[src/rtl/clkcfg_pkg.sv]
package clkcfg_pkg;
  typedef enum logic [2:0] {
    ST_IDLE,
    ST_RX,
    ST_ACK,
    ST_TX,
    ST_RACK,
    ST_WAIT
  } link_st_e;
endpackage

[src/rtl/cfg_bus_sync.sv]
module cfg_bus_sync #(
  parameter int STAGES = 2
) (
  input  logic clk_i,
  input  logic rst_ni,
  input  logic scl_i,
  input  logic sda_i,
  output logic sda_o,
  output logic scl_rise_o,
  output logic scl_fall_o,
  output logic start_o,
  output logic stop_o
);
  logic [STAGES-1:0] scl_ff, sda_ff;
  logic scl_p, sda_p, scl_s, sda_s;

  always_ff @(posedge clk_i or negedge rst_ni) begin
    if (!rst_ni) begin
      scl_ff <= '1;
      sda_ff <= '1;
      scl_p  <= 1'b1;
      sda_p  <= 1'b1;
    end else begin
      scl_ff <= {scl_ff[STAGES-2:0], scl_i};
      sda_ff <= {sda_ff[STAGES-2:0], sda_i};
      scl_p  <= scl_ff[STAGES-1];
      sda_p  <= sda_ff[STAGES-1];
    end
  end

  assign scl_s      = scl_ff[STAGES-1];
  assign sda_s      = sda_ff[STAGES-1];
  assign sda_o      = sda_s;
  assign scl_rise_o = scl_s & ~scl_p;
  assign scl_fall_o = ~scl_s & scl_p;
  // SDA edge while SCL stays high
  assign start_o    = scl_s & scl_p & sda_p & ~sda_s;
  assign stop_o     = scl_s & scl_p & ~sda_p & sda_s;
endmodule

[src/rtl/cfg_reg_bank.sv]
module cfg_reg_bank #(
  parameter int              NREG      = 7,
  parameter int              RD_LEN    = 6,
  parameter int              IDXW      = 5,
  parameter logic [NREG*8-1:0] DEFAULTS = '0,
  parameter logic [NREG-1:0] PROT_MASK = '0
) (
  input  logic              clk_i,
  input  logic              rst_ni,
  input  logic              we_i,
  input  logic [IDXW-1:0]   idx_i,
  input  logic [7:0]        wdata_i,
  output logic [7:0]        rdata_o,
  output logic [NREG*8-1:0] regs_o
);
  // bus index 0 and 1 are the discarded header bytes
  localparam int HDR = 2;

  logic [7:0] regs [NREG];

  for (genvar k = 0; k < NREG; k++) begin : g_reg
    if (PROT_MASK[k]) begin : g_ro
      assign regs[k] = DEFAULTS[8*k +: 8];
    end else begin : g_rw
      always_ff @(posedge clk_i or negedge rst_ni) begin
        if (!rst_ni)
          regs[k] <= DEFAULTS[8*k +: 8];
        else if (we_i && idx_i == IDXW'(k + HDR))
          regs[k] <= wdata_i;
      end
    end
    assign regs_o[8*k +: 8] = regs[k];
  end

  // read stream: index 0 is the count, then registers from 0
  always_comb begin
    rdata_o = 8'hFF;
    if (idx_i == '0) rdata_o = 8'(RD_LEN);
    for (int k = 0; k < RD_LEN; k++) begin
      if (idx_i == IDXW'(k + 1)) rdata_o = regs[k];
    end
  end
endmodule

[src/rtl/cfg_link_fsm.sv]
module cfg_link_fsm
  import clkcfg_pkg::*;
#(
  parameter int         IDXW    = 5,
  parameter logic [7:0] WR_ADDR = 8'hD2,
  parameter logic [7:0] RD_ADDR = 8'hD3
) (
  input  logic            clk_i,
  input  logic            rst_ni,
  input  logic            sda_i,
  input  logic            scl_rise_i,
  input  logic            scl_fall_i,
  input  logic            start_i,
  input  logic            stop_i,
  input  logic [7:0]      rd_byte_i,
  output logic            sda_oe_o,
  output logic            we_o,
  output logic [IDXW-1:0] idx_o,
  output logic [7:0]      wdata_o,
  output link_st_e        state_o
);
  link_st_e        state;
  logic [7:0]      shreg;
  logic [2:0]      bit_cnt;
  logic            rx_full, addr_phase, rd_mode, rack_ok, sda_oe;
  logic [IDXW-1:0] byte_idx;
  logic [IDXW-1:0] idx_next;

  assign idx_next = (byte_idx == '1) ? byte_idx : byte_idx + 1'b1;

  always_ff @(posedge clk_i or negedge rst_ni) begin
    if (!rst_ni) begin
      state      <= ST_IDLE;
      shreg      <= '0;
      bit_cnt    <= '0;
      rx_full    <= 1'b0;
      addr_phase <= 1'b0;
      rd_mode    <= 1'b0;
      rack_ok    <= 1'b0;
      sda_oe     <= 1'b0;
      byte_idx   <= '0;
    end else if (start_i) begin
      state      <= ST_RX;
      addr_phase <= 1'b1;
      rd_mode    <= 1'b0;
      bit_cnt    <= '0;
      rx_full    <= 1'b0;
      byte_idx   <= '0;
      sda_oe     <= 1'b0;
    end else if (stop_i) begin
      state   <= ST_IDLE;
      rx_full <= 1'b0;
      sda_oe  <= 1'b0;
    end else begin
      unique case (state)
        ST_RX: begin
          if (scl_rise_i) begin
            shreg   <= {shreg[6:0], sda_i};
            bit_cnt <= bit_cnt + 3'd1;
            rx_full <= (bit_cnt == 3'd7);
          end else if (scl_fall_i && rx_full) begin
            rx_full <= 1'b0;
            if (addr_phase) begin
              addr_phase <= 1'b0;
              if (shreg == WR_ADDR) begin
                rd_mode <= 1'b0;
                sda_oe  <= 1'b1;
                state   <= ST_ACK;
              end else if (shreg == RD_ADDR) begin
                rd_mode <= 1'b1;
                sda_oe  <= 1'b1;
                state   <= ST_ACK;
              end else begin
                state <= ST_WAIT;
              end
            end else begin
              sda_oe   <= 1'b1;
              state    <= ST_ACK;
              byte_idx <= idx_next;
            end
          end
        end
        ST_ACK: begin
          if (scl_fall_i) begin
            bit_cnt <= '0;
            if (rd_mode) begin
              shreg    <= rd_byte_i;
              sda_oe   <= ~rd_byte_i[7];
              byte_idx <= idx_next;
              state    <= ST_TX;
            end else begin
              sda_oe <= 1'b0;
              state  <= ST_RX;
            end
          end
        end
        ST_TX: begin
          if (scl_fall_i) begin
            if (bit_cnt == 3'd7) begin
              bit_cnt <= '0;
              sda_oe  <= 1'b0;
              state   <= ST_RACK;
            end else begin
              bit_cnt <= bit_cnt + 3'd1;
              shreg   <= {shreg[6:0], 1'b0};
              sda_oe  <= ~shreg[6];
            end
          end
        end
        ST_RACK: begin
          if (scl_rise_i) begin
            rack_ok <= ~sda_i;
          end else if (scl_fall_i) begin
            if (rack_ok) begin
              shreg    <= rd_byte_i;
              sda_oe   <= ~rd_byte_i[7];
              byte_idx <= idx_next;
              state    <= ST_TX;
            end else begin
              state <= ST_WAIT;
            end
          end
        end
        default: ;
      endcase
    end
  end

  assign we_o     = (state == ST_RX) && scl_fall_i && rx_full && !addr_phase &&
                    !rd_mode && !start_i && !stop_i;
  assign idx_o    = byte_idx;
  assign wdata_o  = shreg;
  assign sda_oe_o = sda_oe;
  assign state_o  = state;
endmodule

[src/rtl/clkcfg_i2c_target.sv]
module clkcfg_i2c_target
  import clkcfg_pkg::*;
#(
  parameter int                NREG        = 7,
  parameter int                RD_LEN      = 6,
  parameter int                SYNC_STAGES = 2,
  parameter logic [7:0]        WR_ADDR     = 8'hD2,
  parameter logic [7:0]        RD_ADDR     = 8'hD3,
  parameter logic [NREG*8-1:0] DEFAULTS    = 56'h06_00_00_03_FF_FF_FF,
  parameter logic [NREG-1:0]   PROT_MASK   = 7'b110_0000
) (
  input  logic              clk_i,
  input  logic              rst_ni,
  input  logic              scl_i,
  input  logic              sda_i,
  output logic              sda_oe_o,
  output logic [NREG*8-1:0] regs_o
);
  // room for header bytes plus a saturating tail
  localparam int IDXW = $clog2(NREG + 3) + 1;

  logic            sda_s, scl_rise, scl_fall, start, stop;
  logic            we;
  logic [IDXW-1:0] idx;
  logic [7:0]      wdata, rdata;
  link_st_e        state;

  cfg_bus_sync #(.STAGES(SYNC_STAGES)) u_sync (
    .clk_i      (clk_i),
    .rst_ni     (rst_ni),
    .scl_i      (scl_i),
    .sda_i      (sda_i),
    .sda_o      (sda_s),
    .scl_rise_o (scl_rise),
    .scl_fall_o (scl_fall),
    .start_o    (start),
    .stop_o     (stop)
  );

  cfg_link_fsm #(.IDXW(IDXW), .WR_ADDR(WR_ADDR), .RD_ADDR(RD_ADDR)) u_fsm (
    .clk_i      (clk_i),
    .rst_ni     (rst_ni),
    .sda_i      (sda_s),
    .scl_rise_i (scl_rise),
    .scl_fall_i (scl_fall),
    .start_i    (start),
    .stop_i     (stop),
    .rd_byte_i  (rdata),
    .sda_oe_o   (sda_oe_o),
    .we_o       (we),
    .idx_o      (idx),
    .wdata_o    (wdata),
    .state_o    (state)
  );

  cfg_reg_bank #(
    .NREG(NREG), .RD_LEN(RD_LEN), .IDXW(IDXW),
    .DEFAULTS(DEFAULTS), .PROT_MASK(PROT_MASK)
  ) u_bank (
    .clk_i   (clk_i),
    .rst_ni  (rst_ni),
    .we_i    (we),
    .idx_i   (idx),
    .wdata_i (wdata),
    .rdata_o (rdata),
    .regs_o  (regs_o)
  );
endmodule

[config.mk]
export PLATFORM = sky130hd
export DESIGN_NAME = clkcfg_i2c_target
export DESIGN_NICKNAME = d
export VERILOG_FILES = /design/src/rtl/clkcfg_pkg.sv /design/src/rtl/cfg_bus_sync.sv /design/src/rtl/cfg_reg_bank.sv /design/src/rtl/cfg_link_fsm.sv /design/src/rtl/clkcfg_i2c_target.sv
export SDC_FILE = /design/constraint.sdc
export NUM_CORES = 1
export LEC_CHECK = 0
export BUFFER_PORTS_ARGS = -buffer_cell sky130_fd_sc_hd__buf_2
export CAP_MARGIN = 10
export CELL_PAD_IN_SITES_DETAIL_PLACEMENT = 1
export CELL_PAD_IN_SITES_GLOBAL_PLACEMENT = 1
export CORE_MARGIN = 2
export CORE_UTILIZATION = 45
export CTS_BUF_LIST = sky130_fd_sc_hd__clkbuf_16
export CTS_CLUSTER_DIAMETER = 30
export DETAILED_ROUTE_END_ITERATION = 10
export HOLD_SLACK_MARGIN = 0.06
export PLACE_DENSITY = 0.82
export SYNTH_ARGS = -nofsm -noshare
export SYNTH_HDL_FRONTEND = slang
export SYNTH_HIERARCHICAL = 1
export SYNTH_SLANG_ARGS = --single-unit
[constraint.sdc]
create_clock -name clk_i -period 2.95 [get_ports clk_i]
set_clock_uncertainty 0.05 [all_clocks]
set_input_delay 0.1475 -clock clk_i [delete_from_list [all_inputs] [get_ports clk_i]]
set_output_delay 0.1475 -clock clk_i [all_outputs]
set_load 0.005 [all_outputs]
==> flow_metrics.py, run 1 <==
metrics = {
    "final_layout": {
        "stdcell_area_um2": 4459,
        "drive_above_1_share": 0.4181,
        "n_antenna_cell": 0,
        "nets": 400,
        "area_growth_pct": 16.36,
        "nFillCells": 915,
    },
    "sta": {
        "setup_tns_ps": 0,
        "setup_viol": 0,
        "slew_headroom": 0.4641,
        "fin_crit_ps": 2503,
        "slew_viol_final": 0,
        "fmax_mhz": 399.5,
        "finalHoldViolCount": 0,
        "fin_ws_ps": 446.7,
        "whs_ps": 307.5,
        "rsz0062_at_grt": "false",
        "timing.final.crit_share": 0.8486,
        "worst_pin_slew_ps": 803.8,
    },
    "setup_path": {
        "crit_type": "register to register",
        "crit_required_ps": 3110,
        "start_kind": "register",
        "crit_fanout": 17,
        "slowest_delay_ps": 690,
        "crit_start": "u_fsm/idx_o[0]",
        "critPathSlowestCell": "dfrtp_1",
        "r2r_start": "u_fsm/idx_o[0]",
        "endpoint_kind": "register",
        "cp_cell_sequence": "nand3b_1 -> o311ai_0 -> a22oi_1 -> mux2_2 -> mux2_2",
        "arrival_ps": 2660,
        "crit_top_cell": "mux2_2",
    },
    "route": {
        "antenna_left": 0,
        "via_count": 2952,
        "drt_iter0_drc": 156,
        "wirelength_mm": 10.61,
        "vias_per_cell": 5.880,
        "wl_met1_mm": 4.729,
        "met3_length_um": 407,
        "dr.pass1.iters": 4,
        "drc_errors": 0,
        "dr_wl_met2_mm": 5.354,
        "routedWlPerCell_um": 21.13,
        "top_layer_used": "met4",
    },
    "status": {
        "status": "completed",
    },
    "logic_synthesis": {
        "synth.top_cells.by_area": "dfrtp_1 25%, dfstp_2 22%, mux2_2 15%",
        "syn_avg_cell_area_um2": 11.34,
        "synthCells": 338,
        "synth_area_um2": 3832,
        "synth-edff-count": 0,
        "synth_top_area_share": 0.2481,
        "synthFlopType": "dfrtp_1",
        "yosysTopAreaCell": "dfrtp_1",
        "ys_ff_latch": 70,
        "ys_seq_area_frac": 0.4675,
        "synthArstFlopShare": 1.000,
        "synth.yosys.warnings": 6,
        "synth_cell_types": 58,
    },
    "floorplanning": {
        "die_x_um": 96.29,
        "start_util": 0.4664,
        "pin_count": 61,
        "design.core.area_um2": 8217,
        "die_area_um2": 9271,
        "die_y_um": 96.29,
        "rows": 33,
    },
    "clock_tree": {
        "cts_tree": "done",
        "cts_setup_buffers": 0,
        "cts_hold_buf": 3,
        "clock-root-buffer": "clkbuf_16",
        "cts.path.max_buffers": 2,
        "clkSinkCount": 70,
        "cts_inserted_buffers": 9,
        "htreeDepth": 3,
        "postCtsResizedCells": 0,
        "path_clk_slew_ps": 60,
        "clk_latency_ps": 330,
    },
    "power_and_ir_drop": {
        "p_leak_nw": 2.054,
        "irDropWorstVdd_mv": 0.3772,
        "p_per_area_nw_per_um2": 887.9,
        "p_total_mw": 3.959,
    },
    "placed_design": {
        "pre_cts_slack_ps": 521.4,
        "place.gp.congestion": 0.8680,
        "dp_hpwl_mm": 7.380,
        "portBuffers": 44,
        "placed_area_um2": 4140,
    },
    "global_route": {
        "grt_pass1_vias": 2965,
        "antenna_found_initial": 0,
        "grt_max_degree": 37,
        "overflow": 0,
        "grt_pass1_wl_mm": 16.79,
        "grtUsageTotal": 0.2450,
    },
    "job": {
        "maxCapViolCount": 0,
    },
    "min_path": {
        "hp-start": "u_sync/sda_ff[0]",
        "hold_path.class": "register to register",
    },
}
logic make-up (layout without fill, tap and decap cells):
group | Yosys count | in the layout | synth area share
simple gates | 84 | 84 | 0.1407
other cells | 2 | 16 | 0.001960
flops | 70 | 70 | 0.4675
buf+inv | 34 | 79 | 0.05485
fa+ha+maj | 4 | 4 | 0.01306
compound gates | 83 | 83 | 0.1459
mux | 60 | 60 | 0.1737
xor+xnor | 1 | 1 | 0.002286
worst max-delay path: cells and delay by family, from the launching register on:
family / cells / cell delay [ps]
compound gates: 2 / 710
flops: 1 / 690
mux: 2 / 570
simple gates: 1 / 360
routing by layer:
metal,track usage,up-vias
li1,-,1337
met1,0.3277,1532
met2,0.4039,75
met3,0.03837,8
met4,0.08452,0
met5,0,-
cells in the mapped netlist, types with 4 or more instances:
cell type and count:
mux2_2 52, inv_1 5, or3_1 4, nand2_1 9, o21ai_0 31, nand2b_1 6
o311ai_0 6, buf_2 6, mux2i_1 8, a21oi_1 12, a22oi_1 9, dfstp_2 32
dfrtp_1 38, nor3_1 4, nor2b_1 9, ha_1 4, nor2_1 21, buf_4 16
path summary, 6_finish.rpt:
kind	slack, ps	depth (start not counted)	to
max in group asynchronous	1730	3	u_sync/sda_ff[0]
hold / removal	310	0	u_sync/sda_ff[1]
setup reg to reg	450	5	u_fsm/wdata_o[3]
hold reg to reg	310	0	u_sync/sda_ff[1]
min in group asynchronous	400	2	u_fsm/state_o[1]
setup / recovery	450	5	u_fsm/wdata_o[3]
layout make-up:
type,instances,area [um^2],area share
clock buffer,9,225.2,0.05051
clock inverter,7,63.81,0.01431
inverter,5,18.77,0.004209
multi-input combinational,248,1883,0.4223
sequential,70,1792,0.4018
tap,105,131.4,0.02946
timing repair buffer,58,345.3,0.07744
cells in the final DEF (no fill, tap or decap), types with 4 or more instances in the layout:
master     netlist  layout
mux2_2          52      52
nor2b_1          9       9
a21oi_1         12      12
nand2b_1         6       6
buf_4           16      10
ha_1             4       4
dfstp_2         32      32
a22oi_1          9       9
dfrtp_1         38      38
nor2_1          21      21
or3_1            4       4
mux2i_1          8       8
conb_1           2      16
o311ai_0         6       6
nand2_1          9       9
clkbuf_16        0       9
inv_1            5       5
buf_2            6      44
nor3_1           4       4
o21ai_0         31      31
power by group:
group	switching [mW]	internal, mW
clock	0.419	0.648
combinational	0.790	0.647
sequential	0.348	1.11
total	1.56	2.40
flip-flops by register name (all words and copies together) (netlist names), 2 cells and up:
name / cells
u_bank/regs_o: 40
u_fsm/idx_o: 5
u_fsm/bit_cnt: 3
u_sync/scl_ff: 2
u_sync/sda_ff: 2
u_fsm/wdata_o: 8
u_fsm/state_o: 3
stage by stage:
stage          std cells    util
2_1_floorplan        352       -
3_3_place_gp         483  0.5039
3_5_place_dp         483  0.5039
4_1_cts              502  0.5427
5_1_grt              502  0.5427
6_report             502  0.5427
(Power assumes the default switching activity.)
==> run 2, diff against run 1 <==
Settings changed: CORE_UTILIZATION 45 to 41, PLACE_DENSITY 0.82 to 0.79.
Clock period 2.95 ns to 2.09 ns, I/O delays scaled along.
==> run 2 against run 1 <==
  * The run now ends with setup timing left
  * Register-to-register slack lost 470 ps
  * Worst hold slack lost 50 ps
  * Clock-buffer cell count grew 1
  * Sequential share of layout area shrank 4.4 points
  * Setup slack lost 470 ps
  * Non-clock buffer count grew 40
  * Power grew 68%
  * Critical path depth grew 2
  * Routed wire length grew 16%
  * Critical endpoint is now u_bank/regs_o[31]
  * Largest cell class unchanged
==> flow_metrics.py, run 2 (synthesized netlist as in run 1, its figures left out) <==
metrics = {
    "final_layout": {
        "fin_cells": 548,
        "layout_common_cells": "49 x mux2_2, 45 x buf_4, 44 x buf_2",
        "n_antenna_cell": 0,
        "multi_input_area_um2": 2044,
        "drive_above_1_share": 0.5423,
        "nFillCells": 978,
        "largest_reg_flops": 40,
        "area_growth_pct": 31.05,
        "nets": 440,
        "final_common_cell": "mux2_2",
        "final_core_util": 0.5487,
        "area.sequential_um2": 1799,
    },
    "clock_tree": {
        "cts_tree": "done",
        "cts.path.max_buffers": 2,
        "htreeDepth": 3,
        "cts_inserted_buffers": 9,
        "path_clk_slew_ps": 60,
        "clock-root-buffer": "clkbuf_16",
        "clk_latency_ps": 340,
        "clkSinkCount": 70,
    },
    "route": {
        "drt_iter0_drc": 162,
        "dr.pass1.iters": 4,
        "vias_per_cell": 5.821,
        "routedWlPerCell_um": 22.49,
        "antenna_left": 0,
        "via_count": 3190,
        "wirelength_mm": 12.33,
        "drc_errors": 0,
    },
    "floorplanning": {
        "pin_count": 61,
        "rows": 35,
        "start_util": 0.4187,
        "die_area_um2": 10140,
        "die_x_um": 100.7,
        "die_y_um": 100.7,
        "design.core.area_um2": 9153,
    },
    "status": {
        "violations": "setup timing",
        "status": "finished, violations left",
    },
    "sta": {
        "setup_viol": 8,
        "rsz0062_at_grt": "true",
        "worst_pin_slew_ps": 545.3,
        "fmax_mhz": 472.1,
        "fin_crit_ps": 2118,
        "setup_tns_ps": -113.3,
        "fin_ws_ps": -28.05,
        "slew_headroom": 0.6319,
        "timing.final.crit_share": 1.013,
        "slew_viol_final": 0,
        "finalHoldViolCount": 0,
    },
    "min_path": {
        "hold_path.class": "input port to asynchronous set/reset pin",
    },
    "power_and_ir_drop": {
        "p_total_mw": 6.663,
        "irDropWorstVdd_mv": 0.4974,
        "p_leak_nw": 2.301,
        "p_per_area_nw_per_um2": 1327,
    },
    "placed_design": {
        "dp_hpwl_mm": 7.869,
        "portBuffers": 44,
        "place.gp.congestion": 0.8596,
        "placed_cells": 523,
        "pre_cts_slack_ps": -127.4,
    },
    "setup_path": {
        "r2r_setup_slack_ps": -30,
        "crit_type": "register to register",
        "critPathSlowestCell": "dfstp_2",
        "slowest_delay_ps": 570,
        "rr_worst_depth": 7,
        "crit_required_ps": 2260,
        "crit_fanout": 8,
        "start_kind": "register",
        "crit_top_cell": "nor2_4",
        "arrival_ps": 2290,
        "cp_cell_sequence": "and4b_2 -> nor2_4 -> nand3_2 -> nor2_4 -> and4b_1 -> buf_6 -> mux2_2",
        "rr_endpoint": "u_bank/regs_o[31]",
        "r2r_start": "u_sync/sda_ff[1]",
        "endpoint_kind": "register",
    },
    "global_route": {
        "grt_pass1_wl_mm": 18.21,
        "grt_max_degree": 71,
        "antenna_found_initial": 0,
        "grt_pass1_vias": 3336,
        "grtUsageTotal": 0.2370,
        "overflow": 0,
    },
    "job": {
        "maxCapViolCount": 0,
    },
}
[run 2: changes by cell type in the layout (fill, tap and decap cells not counted), moves of 3 or more]
cell | previous run | this run
buf_4 | 10 | 45
dfrtp_1 | 38 | 32
dfrtp_2 | 0 | 6
o311ai_0 | 6 | 1
buf_6 | 0 | 4
mux2_2 | 52 | 49
mux2_4 | 0 | 3
nand4_2 | 3 | 0
nand4_4 | 0 | 3
o311ai_1 | 0 | 3
[run 2: how the worst max path moves through the flow]
| stage | start | to | slack (ps) | cells after the start |
|---|---|---|---|---|
| after floorplan | u_sync/sda_p | u_bank/regs_o[26] | -9 | 8 |
| after global placement | u_fsm/idx_o[2] | u_fsm/wdata_o[3] | -80 | 5 |
| after detailed placement | u_fsm/idx_o[2] | u_fsm/wdata_o[6] | -130 | 6 |
| after CTS | u_sync/sda_ff[1] | u_bank/regs_o[4] | -70 | 7 |
| after global routing | u_fsm/state_o[2] | u_fsm/idx_o[3] | -140 | 6 |
| final | u_sync/sda_ff[1] | u_bank/regs_o[31] | -30 | 7 |
[run 2: stage by stage]
step / hold slack, ps / instance area (um^2)
after floorplan: -241.1 / 3896
after global placement: 103.3 / 4425
after detailed placement: 109.5 / 4425
after CTS: 285.6 / 4841
after global routing: 289.9 / 5022
final: 257.7 / 5022
[run 2: layout make-up]
cell class              instances  share of cell area
multi-input cells             248              0.4071
inverters                       5            0.003737
clock buffers                  10             0.04983
repair buffers                 98              0.1340
flip-flops and latches         70              0.3582
clock inverters                 6             0.01943
well taps                     111             0.02765
[run 2: repair_timing]
item | CTS | global route
resized for setup | 11 | 36
setup endpoints to repair | 40 | 54
pin swaps | 0 | 7
hold endpoints to repair | 66 | 0
buffers inserted | 2 | 4
hold buffers | 3 | 0
[run 2: layer usage]
layer | wire, um | vias to the layer above | GRT usage
li1 | - | 1425 | -
met1 | 5321 | 1664 | 0.3048
met2 | 6369 | 84 | 0.3979
met3 | 460 | 17 | 0.05409
met4 | 175 | 0 | 0.07165
met5 | 0 | - | 0
[run 2: critical path, delay by kind of cell, from the launching register on]
kind	cells	cell delay, ps
buffers and inverters	1	160
DFF	1	570
muxes	1	340
and+or+nand+nor	5	880
[run 2: power by group]
part	internal, mW	switching [mW]	leakage (nW)
logic	1.37	1.59	1.31
clock network	1.14	0.650	0.171
registers	1.58	0.337	0.819
